<file path="src/rtl/sar_rd_pkg.sv">
package sar_rd_pkg;

  // Frame phase of the readout sequencer.
  typedef enum logic [1:0] {
    PH_IDLE  = 2'd0,
    PH_SETUP = 2'd1,
    PH_RUN   = 2'd2,
    PH_GAP   = 2'd3
  } phase_e;

  // Rise number (counted from select low) that carries the null bit.
  localparam int unsigned NULL_RISE = 3;

endpackage

</file>
<file path="src/rtl/sar_rd_pace.sv">
module sar_rd_pace #(
  parameter int unsigned HALF_DIV = 4
) (
  input  logic clk,
  input  logic rst_n,
  input  logic en,
  output logic tick
);
  localparam int unsigned DW = (HALF_DIV > 1) ? $clog2(HALF_DIV) : 1;
  localparam logic [DW-1:0] LAST = DW'(HALF_DIV - 1);

  logic [DW-1:0] cnt_q, cnt_d;

  always_comb begin
    tick  = en && (cnt_q == LAST);
    cnt_d = cnt_q;
    if (!en)       cnt_d = '0;
    else if (tick) cnt_d = '0;
    else           cnt_d = cnt_q + 1'b1;
  end

  always_ff @(posedge clk or negedge rst_n) begin
    if (!rst_n) cnt_q <= '0;
    else        cnt_q <= cnt_d;
  end
endmodule

</file>
<file path="src/rtl/sar_rd_seq.sv">
module sar_rd_seq
  import sar_rd_pkg::*;
#(
  parameter int unsigned RISE_W = 5,
  parameter int unsigned CS_GAP = 4
) (
  input  logic              clk,
  input  logic              rst_n,
  input  logic              start,
  input  logic              tick,
  input  logic [RISE_W-1:0] last_rise,
  output logic              cs_n,
  output logic              sclk,
  output logic              busy,
  output logic              accept,
  output logic              pace_en,
  output logic              sample,
  output logic              frame_end,
  output logic [RISE_W-1:0] rise_idx
);
  localparam int unsigned GAP_W = (CS_GAP > 1) ? $clog2(CS_GAP) : 1;
  localparam logic [GAP_W-1:0] GAP_LAST = GAP_W'(CS_GAP - 1);

  phase_e            phase_q, phase_d;
  logic              cs_q, cs_d;
  logic              sclk_q, sclk_d;
  logic [RISE_W-1:0] rise_q, rise_d;
  logic [GAP_W-1:0]  gap_q, gap_d;

  always_comb begin
    phase_d   = phase_q;
    cs_d      = cs_q;
    sclk_d    = sclk_q;
    rise_d    = rise_q;
    gap_d     = gap_q;
    sample    = 1'b0;
    frame_end = 1'b0;
    accept    = (phase_q == PH_IDLE) && start;
    unique case (phase_q)
      PH_IDLE: begin
        if (start) begin
          phase_d = PH_SETUP;
          cs_d    = 1'b0;
          rise_d  = '0;
        end
      end
      PH_SETUP: begin
        if (tick) begin
          phase_d = PH_RUN;
          sclk_d  = 1'b1;
          rise_d  = rise_q + 1'b1;
          sample  = 1'b1;
        end
      end
      PH_RUN: begin
        if (tick) begin
          if (sclk_q) begin
            sclk_d = 1'b0;
            if (rise_q == last_rise) begin
              frame_end = 1'b1;
              cs_d      = 1'b1;
              phase_d   = PH_GAP;
              gap_d     = '0;
            end
          end else begin
            sclk_d = 1'b1;
            rise_d = rise_q + 1'b1;
            sample = 1'b1;
          end
        end
      end
      PH_GAP: begin
        if (gap_q == GAP_LAST) phase_d = PH_IDLE;
        else                   gap_d   = gap_q + 1'b1;
      end
      default: phase_d = PH_IDLE;
    endcase
  end

  always_ff @(posedge clk or negedge rst_n) begin
    if (!rst_n) begin
      phase_q <= PH_IDLE;
      cs_q    <= 1'b1;
      sclk_q  <= 1'b0;
      rise_q  <= '0;
      gap_q   <= '0;
    end else begin
      phase_q <= phase_d;
      cs_q    <= cs_d;
      sclk_q  <= sclk_d;
      rise_q  <= rise_d;
      gap_q   <= gap_d;
    end
  end

  assign cs_n     = cs_q;
  assign sclk     = sclk_q;
  assign busy     = (phase_q != PH_IDLE);
  assign pace_en  = (phase_q == PH_SETUP) || (phase_q == PH_RUN);
  assign rise_idx = rise_q + 1'b1;
endmodule

</file>
<file path="src/rtl/sar_rd_capture.sv">
module sar_rd_capture
  import sar_rd_pkg::*;
#(
  parameter int unsigned RES_W  = 12,
  parameter int unsigned RISE_W = 5
) (
  input  logic              clk,
  input  logic              rst_n,
  input  logic              clear,
  input  logic              sample,
  input  logic [RISE_W-1:0] rise_idx,
  input  logic              sdo,
  output logic [RES_W-1:0]  word,
  output logic              null_bad,
  output logic              mismatch
);
  logic [RES_W-1:0] word_q;
  logic [RES_W-1:0] word_ld;
  logic [RES_W-1:1] rep_q;
  logic [RES_W-1:1] rep_ld;
  logic             null_q;
  logic             null_ld;

  // First copy: result bit b arrives on rise RES_W+3-b.
  for (genvar b = 0; b < RES_W; b++) begin : g_first
    localparam logic [RISE_W-1:0] AT = RISE_W'(RES_W + NULL_RISE - b);
    assign word_ld[b] = sample && (rise_idx == AT);
  end

  // Reversed repeat: bit b arrives on rise RES_W+3+b.
  for (genvar b = 1; b < RES_W; b++) begin : g_repeat
    localparam logic [RISE_W-1:0] AT = RISE_W'(RES_W + NULL_RISE + b);
    assign rep_ld[b] = sample && (rise_idx == AT);
  end

  assign null_ld = sample && (rise_idx == RISE_W'(NULL_RISE));

  always_ff @(posedge clk or negedge rst_n) begin
    if (!rst_n) begin
      word_q <= '0;
      rep_q  <= '0;
      null_q <= 1'b0;
    end else if (clear) begin
      word_q <= '0;
      rep_q  <= '0;
      null_q <= 1'b0;
    end else begin
      for (int b = 0; b < RES_W; b++)
        if (word_ld[b]) word_q[b] <= sdo;
      for (int b = 1; b < RES_W; b++)
        if (rep_ld[b]) rep_q[b] <= sdo;
      if (null_ld) null_q <= sdo;
    end
  end

  assign word     = word_q;
  assign null_bad = null_q;
  assign mismatch = (rep_q != word_q[RES_W-1:1]);
endmodule

</file>
<file path="src/rtl/sar_adc_reader.sv">
module sar_adc_reader
  import sar_rd_pkg::*;
#(
  parameter int unsigned RES_W    = 12,
  parameter int unsigned HALF_DIV = 4,
  parameter int unsigned CS_GAP   = 4
) (
  input  logic                         clk,
  input  logic                         rst_n,
  input  logic                         start,
  input  logic [$clog2(RES_W+1)-1:0]   bit_count,
  input  logic                         verify_en,
  input  logic                         adc_sdo,
  output logic                         adc_cs_n,
  output logic                         adc_sclk,
  output logic                         busy,
  output logic                         result_valid,
  output logic [RES_W-1:0]             result,
  output logic                         result_err
);
  localparam int unsigned CNT_W     = $clog2(RES_W + 1);
  localparam int unsigned LAST_FULL = 2 * RES_W + NULL_RISE - 1;
  localparam int unsigned RISE_W    = $clog2(LAST_FULL + 1);

  logic              tick, pace_en, accept, sample, frame_end;
  logic [RISE_W-1:0] rise_idx, last_rise;
  logic [RES_W-1:0]  word;
  logic              null_bad, mismatch;

  logic [CNT_W-1:0]  n_eff_q, n_eff_d, n_req;
  logic              ver_q, ver_d;
  logic              valid_q, valid_d, err_q, err_d;
  logic [RES_W-1:0]  res_q, res_d;

  // Length clamp and frame-length selection.
  always_comb begin
    n_req   = (bit_count == '0 || bit_count > CNT_W'(RES_W)) ? CNT_W'(RES_W) : bit_count;
    n_eff_d = accept ? n_req : n_eff_q;
    ver_d   = accept ? (verify_en && (n_req == CNT_W'(RES_W))) : ver_q;
    last_rise = ver_q ? RISE_W'(LAST_FULL)
                      : RISE_W'(NULL_RISE) + RISE_W'(n_eff_q);
  end

  // Result publication at end of frame.
  always_comb begin
    valid_d = frame_end;
    res_d   = frame_end ? word : res_q;
    err_d   = frame_end ? (null_bad || (ver_q && mismatch)) : err_q;
  end

  always_ff @(posedge clk or negedge rst_n) begin
    if (!rst_n) begin
      n_eff_q <= CNT_W'(RES_W);
      ver_q   <= 1'b0;
      valid_q <= 1'b0;
      res_q   <= '0;
      err_q   <= 1'b0;
    end else begin
      n_eff_q <= n_eff_d;
      ver_q   <= ver_d;
      valid_q <= valid_d;
      res_q   <= res_d;
      err_q   <= err_d;
    end
  end

  sar_rd_pace #(.HALF_DIV(HALF_DIV)) u_pace (
    .clk  (clk),
    .rst_n(rst_n),
    .en   (pace_en),
    .tick (tick)
  );

  sar_rd_seq #(.RISE_W(RISE_W), .CS_GAP(CS_GAP)) u_seq (
    .clk      (clk),
    .rst_n    (rst_n),
    .start    (start),
    .tick     (tick),
    .last_rise(last_rise),
    .cs_n     (adc_cs_n),
    .sclk     (adc_sclk),
    .busy     (busy),
    .accept   (accept),
    .pace_en  (pace_en),
    .sample   (sample),
    .frame_end(frame_end),
    .rise_idx (rise_idx)
  );

  sar_rd_capture #(.RES_W(RES_W), .RISE_W(RISE_W)) u_cap (
    .clk     (clk),
    .rst_n   (rst_n),
    .clear   (accept),
    .sample  (sample),
    .rise_idx(rise_idx),
    .sdo     (adc_sdo),
    .word    (word),
    .null_bad(null_bad),
    .mismatch(mismatch)
  );

  assign result_valid = valid_q;
  assign result       = res_q;
  assign result_err   = err_q;
endmodule

</file>
<file path="config.mk">
export PLATFORM = sky130hd
export DESIGN_NAME = sar_adc_reader
export DESIGN_NICKNAME = d
export VERILOG_FILES = /design/src/rtl/sar_rd_pkg.sv /design/src/rtl/sar_rd_pace.sv /design/src/rtl/sar_rd_seq.sv /design/src/rtl/sar_rd_capture.sv /design/src/rtl/sar_adc_reader.sv
export SDC_FILE = /design/constraint.sdc
export NUM_CORES = 1
export LEC_CHECK = 0
export ABC_AREA = 1
export BUFFER_PORTS_ARGS = -buffer_cell sky130_fd_sc_hd__buf_2
export CAP_MARGIN = 20
export CORE_MARGIN = 2
export CORE_UTILIZATION = 54
export CTS_CLUSTER_SIZE = 8
export DETAILED_ROUTE_END_ITERATION = 8
export GPL_ROUTABILITY_DRIVEN = 0
export PLACE_DENSITY = 0.73
export SLEW_MARGIN = 20
export SYNTH_ARGS = -nofsm -noshare
export SYNTH_HDL_FRONTEND = slang
export SYNTH_SLANG_ARGS = --single-unit
</file>
<file path="constraint.sdc">
create_clock -name clk -period 1.8 [get_ports clk]
set_clock_uncertainty 0.15 [all_clocks]
set_input_delay 0.18 -clock clk [delete_from_list [all_inputs] [get_ports clk]]
set_output_delay 0.18 -clock clk [all_outputs]
set_load 0.01 [all_outputs]
</file>
* Word-level counts from Yosys, hierarchy flattened
Cells that the tools add are included.
** Storage, ports and cells
- Flip-flop bits (word level) :: 56
- Input bits :: 9
- Output and inout bits :: 17
- Logic and storage cells :: 211
** Operators by class
- $add $sub $neg :: 4
- Magnitude comparators :: 1
- Equal/unequal tests :: 40
- Mux-type cells :: 64
- Reductions and logical operators :: 67
** Operator list (number)
- nonzero test 2 bit :: 28
- equality test 5 bit (second input constant) :: 11
- equality test 5 x 4 -> 1 bit (second input constant) :: 8
- 2-to-1 mux 1 bit :: 38
- logical AND 1 bit :: 28
- 2-to-1 mux 5 bit :: 5
- 2-to-1 mux 2 bit :: 12
- equality test 5 x 3 -> 1 bit (second input constant) :: 4
- case mux 5 bit (3 select lines) :: 1
- AND reduction 5 bit :: 3
- 2-to-1 mux 12 bit :: 1
- 2-to-1 mux 11 bit :: 1
- != test 11 bit :: 1
- != test 2 bit (second input constant) :: 5
- equality test 2 bit (second input constant) :: 4
- case mux 2 bit (4 select lines) :: 1
- != test 2 x 1 -> 1 bit (second input constant) :: 3
- case mux 1 bit (2 select lines) :: 3
- AND reduction 6 bit :: 1
- adder 2 x 4 -> 5 bit (first input constant) :: 1
- adder 5 x 1 -> 5 bit (second input constant) :: 1
- equality test 5 x 2 -> 1 bit (second input constant) :: 1
- equality test 5 bit :: 1
- adder 2 x 1 -> 2 bit (second input constant) :: 2
- other kinds (10) :: 12

* Depth between registers and ports, before layout
- Depth after elaboration :: 8
- Gate-level depth with buffers :: 14
- Gate-level depth less buffers :: 13

* Hierarchy
Synthesis repeated with hierarchy kept, for this count alone.
** Second synthesis, totals
- Cells, all modules :: 439
- Area, all modules :: 3360.7 um^2
** By module, submodules not included
- sar_rd_capture :: times used 1, cells each 226, area an instance 1544.0 um^2, seq. area each 600.6 um^2
- sar_adc_reader :: times used 1, cells each 87, area an instance 880.8 um^2, seq. area each 478.0 um^2
- sar_rd_seq :: times used 1, cells each 116, area an instance 847.1 um^2, seq. area each 276.5 um^2
- sar_rd_pace :: times used 1, cells each 10, area an instance 88.8 um^2, seq. area each 50.0 um^2

* Least setup slack after synthesis
Ideal clock, no wire load.
- Path kind :: flip-flop to flip-flop
- Start :: register u_seq.phase_q[0]
- End :: register u_seq.phase_q[0]
- Setup time :: 0.117 ns
- Arrival :: 1.628 ns
- Data required time :: 1.533 ns
- Slack :: -0.095 ns
- Stages on the path, launching flop included :: 10
- Path buffers :: 0
- Period minus slack after synthesis :: 1.895 ns
- Path through :: dfrtp_1 inv_1 ha_1 nand2_1 nand2_1 o21ai_0 nor4_1 nand2_1 nand2_1 nand2_1
** On the way
- Longest elaborated chain between the ends :: 5
- Elaborated cells on any way between the ends :: 14
- Classes of those cells :: 9 x eq/ne; 1 x mux; 4 x reduce/logical
** RTL lines
- from (decl) :: line sar_rd_seq.sv:24 : phase_e phase_q, phase_d;
- from (signal assigned) :: line sar_rd_seq.sv:88 : phase_q <= phase_d;
- equality test 2 x 1 -> 1 bit or equality test 2 bit (tied branches) :: line sar_rd_seq.sv:39, sar_rd_seq.sv:99
- logical OR 1 bit :: line sar_rd_seq.sv:99 : assign pace_en = (phase_q == PH_SETUP) || (phase_q == PH_RUN);
- logical AND 1 bit :: line sar_rd_pace.sv:15 : tick = en && (cnt_q == LAST);
- != test 2 bit (no line)
- AND reduction 6 bit (no line)
Parallel ways exist; a longest one is shown, timed or not.
A chain may end at the register's enable or synchronous reset.

* Final worst setup path
- Start :: register u_seq.phase_q[1]
- End :: register u_seq.phase_q[1]
** On the way
- Elaborated cells on any way between the ends :: 14
- Classes of those cells :: 9 x eq/ne; 1 x mux; 4 x reduce/logical
** RTL lines
- equality test 2 bit, or another cell as far along :: line sar_rd_seq.sv:39 : unique case (phase_q)
- case mux 2 bit (4 select lines) (*) :: line sar_rd_seq.sv:39
- via u_seq.phase_d[1] :: line sar_rd_seq.sv:24
Mark *: on every way through the listed nets, which the timed path passes. The rest lies on a longest branch.

==> results.json <==
{
  "die_h_microns": 79.5,
  "ys.flop_type": "dfrtp_1",
  "p_leak_nw": 2.23,
  "die_area_sq_um": 6310,
  "grt_pass1_wl_microns": 12500,
  "violations": "negative setup slack",
  "r2r_end": "u_seq.phase_q[1]",
  "setup_ws_ns": -0.106,
  "synth_cells": 391,
  "r2r_setup_slack_ns": -0.11,
  "drv_cap": 0,
  "cp.required_ns": 1.87,
  "rr_worst_depth": 10,
  "start_util_pct": 55.8,
  "std_cell_rows": 27,
  "initialDrtViolationCount": 223,
  "worst_setup_path_start_kind": "register",
  "period_share_pct": 106,
  "vias_per_cell": 5.31,
  "grt_use_total_pct": 25.2,
  "drive_above_1_share_pct": 37.6,
  "yosys-top-cells-area": "dfrtp_1 (43%), nand2_1 (14%), inv_1 (5.6%)",
  "cts_tree": "done",
  "final_max_slew_viol_count": 0,
  "dp_hpwl_microns": 5130,
  "rsz0062_at_grt": "true",
  "finalSetupViolCount": 30,
  "drcViolationCount": 0,
  "yosysWarnings": 0,
  "grt_pass1_vias": 2703,
  "fp.dieW_microns": 79.5,
  "endpoint_kind": "register",
  "wire_per_inst_microns": 15.0,
  "numPortBuffers": 25,
  "fmax_mhz": 525,
  "hold_path_class": "primary input to register",
  "arrival_ns": 1.97,
  "globalRouteOverflowTotal": 0,
  "min_period_ns": 1.91,
  "crit-reg2reg-launch": "u_seq.phase_q[1]",
  "synth_edf_count": 0,
  "antenna_found_initial": 0,
  "post-route-util_pct": 76.3,
  "fillers": 358,
  "crit_type": "register to register",
  "clock_sinks": 56,
  "crit_start": "u_seq.phase_q[1]",
  "antennaDiodeCount": 0,
  "dp_slack_ns": -0.182,
  "cts_root_buf": "clkbuf_8",
  "path_max_fanout": 3,
  "hold_viol": 0,
  "vias": 2823,
  "status": "complete, but fails checks",
  "coreArea_sq_um": 5510,
  "ant_nets": 0,
  "cts_buffer_depth": 2,
  "seq_area_frac_synth_pct": 45.7,
  "synthDistinctLibCells": 32,
  "multi_input_area_sq_um": 1860,
  "synth_top_area_share_pct": 43.1,
  "syn_avg_cell_area_sq_um": 7.86,
  "drt_wl_total_microns": 7960,
  "yosys-top-cells-count": "nand2_1 (114), dfrtp_1 (53), inv_1 (46), nor2_1 (34), nand3_1 (32)",
  "cts_buffers": 5,
  "netlist_area_sq_um": 3070,
  "worst_pin_slew_ns": 0.468,
  "htreeDepth": 2,
  "first_pass_iters": 4,
  "power_density_nw_per_um2": 1230,
  "synthArstFlopShare_pct": 100,
  "vdd_ir_drop_max_uv": 838,
  "insertion_delay_ns": 0.32,
  "final_nets": 480,
  "io_pins": 26,
  "synth_fp_nets": 412,
  "ys_seq_elements": 56,
  "seqCellArea_sq_um": 1410,
  "max_slew_margin_pct": 68.8,
  "synth.most_common_cell": "nand2_1",
  "clk_pin_slew_ns": 0.11,
  "synth_top_area_cell": "dfrtp_1",
  "setup_tns_ns": -1.02,
  "grt_max_degree": 25,
  "area_growth_pct": 36.6,
  "endpoint": "u_seq.phase_q[1]"
}
## stage by stage
step / power, W / cells / cell area [sq um] / hold slack [ns]
2_1_floorplan: 0.00292 / 391 / 3120 / -0.266
3_3_place_gp: 0.00358 / 512 / 3570 / -0.0000493
3_5_place_dp: 0.00365 / 512 / 3570 / 0.00356
4_1_cts: 0.00466 / 530 / 3910 / 0.0187
5_1_grt: 0.00547 / 532 / 4200 / 0.0318
6_report: 0.00515 / 532 / 4200 / 0.0163
## power breakdown
part           switching (W)  internal, W  leakage, nW  total, W
Combinational        0.00168      0.00114         1.42   0.00282
Sequential          0.000165      0.00144        0.758   0.00161
Clock               0.000446     0.000285       0.0487  0.000730
## cell type report
class / count / share of cell area (%)
Clock buffer: 5 / 1.64
Clock inverter: 3 / 0.626
Inverter: 53 / 5.09
Multi-Input combinational cell: 275 / 44.4
Sequential cell: 56 / 33.5
Tap cell: 72 / 2.14
Timing Repair Buffer: 68 / 12.6
## how the worst min path moves through the flow
stage / to / depth (start not counted) / startpoint
2_1_floorplan: n_eff_q[0] / 0 / rst_n
3_3_place_gp: u_seq.gap_q[0] / 1 / rst_n
3_5_place_dp: u_seq.gap_q[0] / 1 / rst_n
4_1_cts: n_eff_q[2] / 3 / bit_count[2]
5_1_grt: n_eff_q[2] / 3 / bit_count[2]
6_report: n_eff_q[2] / 3 / bit_count[2]
## cells by family after synthesis
family	share of synthesized area [%]
buffers and inverters	7.94
AO/OA/AOI/OAI	8.38
XOR/XNOR	4.48
AND/OR/NAND/NOR	28.6
adder cells (fa/ha/maj)	4.88
flip-flops	45.7
## worst max-delay path: stages (launching register included)
cell and delay, ns:
dfrtp_2 0.43, inv_2 0.07, ha_4 0.28, nand2_4 0.06, buf_6 0.14, nand2_4 0.06, inv_4 0.04, nor4_4 0.30
nand2_2 0.12, nand2_2 0.08, nand2_2 0.06
## cell usage in the layout (no fill, tap or decap), types with 6 or more instances in the layout
cell type and instances:
a22oi_1 12, xnor2_1 10, dfrtp_1 52, buf_2 25, nand3_2 6, nand2_2 17
o21ai_1 8, ha_1 7, nor3_2 10, inv_2 14, o21ai_0 10, nor2_1 24
nand3_1 24, nand2_4 9, buf_4 30, nor2_4 10, inv_1 34, nand2_1 90
## timing repair
| item | 4_1_cts | 5_1_grt |
|---|---|---|
| hold endpoints to repair | 22 | 0 |
| buffers inserted | 4 | 1 |
| setup endpoints to repair | 47 | 48 |
| hold buffers | 5 | 0 |
| pin swaps | 17 | 14 |
| gates resized for setup | 38 | 76 |
| cloned | 1 | 1 |
## per-layer routing
layer	up-vias	part of all wire (%)	track usage [%]
met4	0	1.8	7.07
met1	1339	43	32.3
li1	1383	-	-
met3	13	5.0	4.07
met5	-	0	0
met2	88	50	43.9
## state kept, by name, indices dropped and copies added (netlist names)
| name | count |
|---|---|
| u_cap.rep_q | 11 |
| u_cap.word | 12 |
| u_seq.rise_q | 5 |
| u_cap.null_bad | 1 |
| result_err | 1 |
| u_pace.cnt_q | 2 |
| n_eff_q | 4 |
| u_seq.phase_q | 2 |
| ver_q | 1 |
| result | 12 |
| u_seq.gap_q | 2 |
| result_valid | 1 |
| u_seq.cs_n | 1 |
| u_seq.sclk | 1 |
Note: power is estimated with default switching activity, not from simulation.
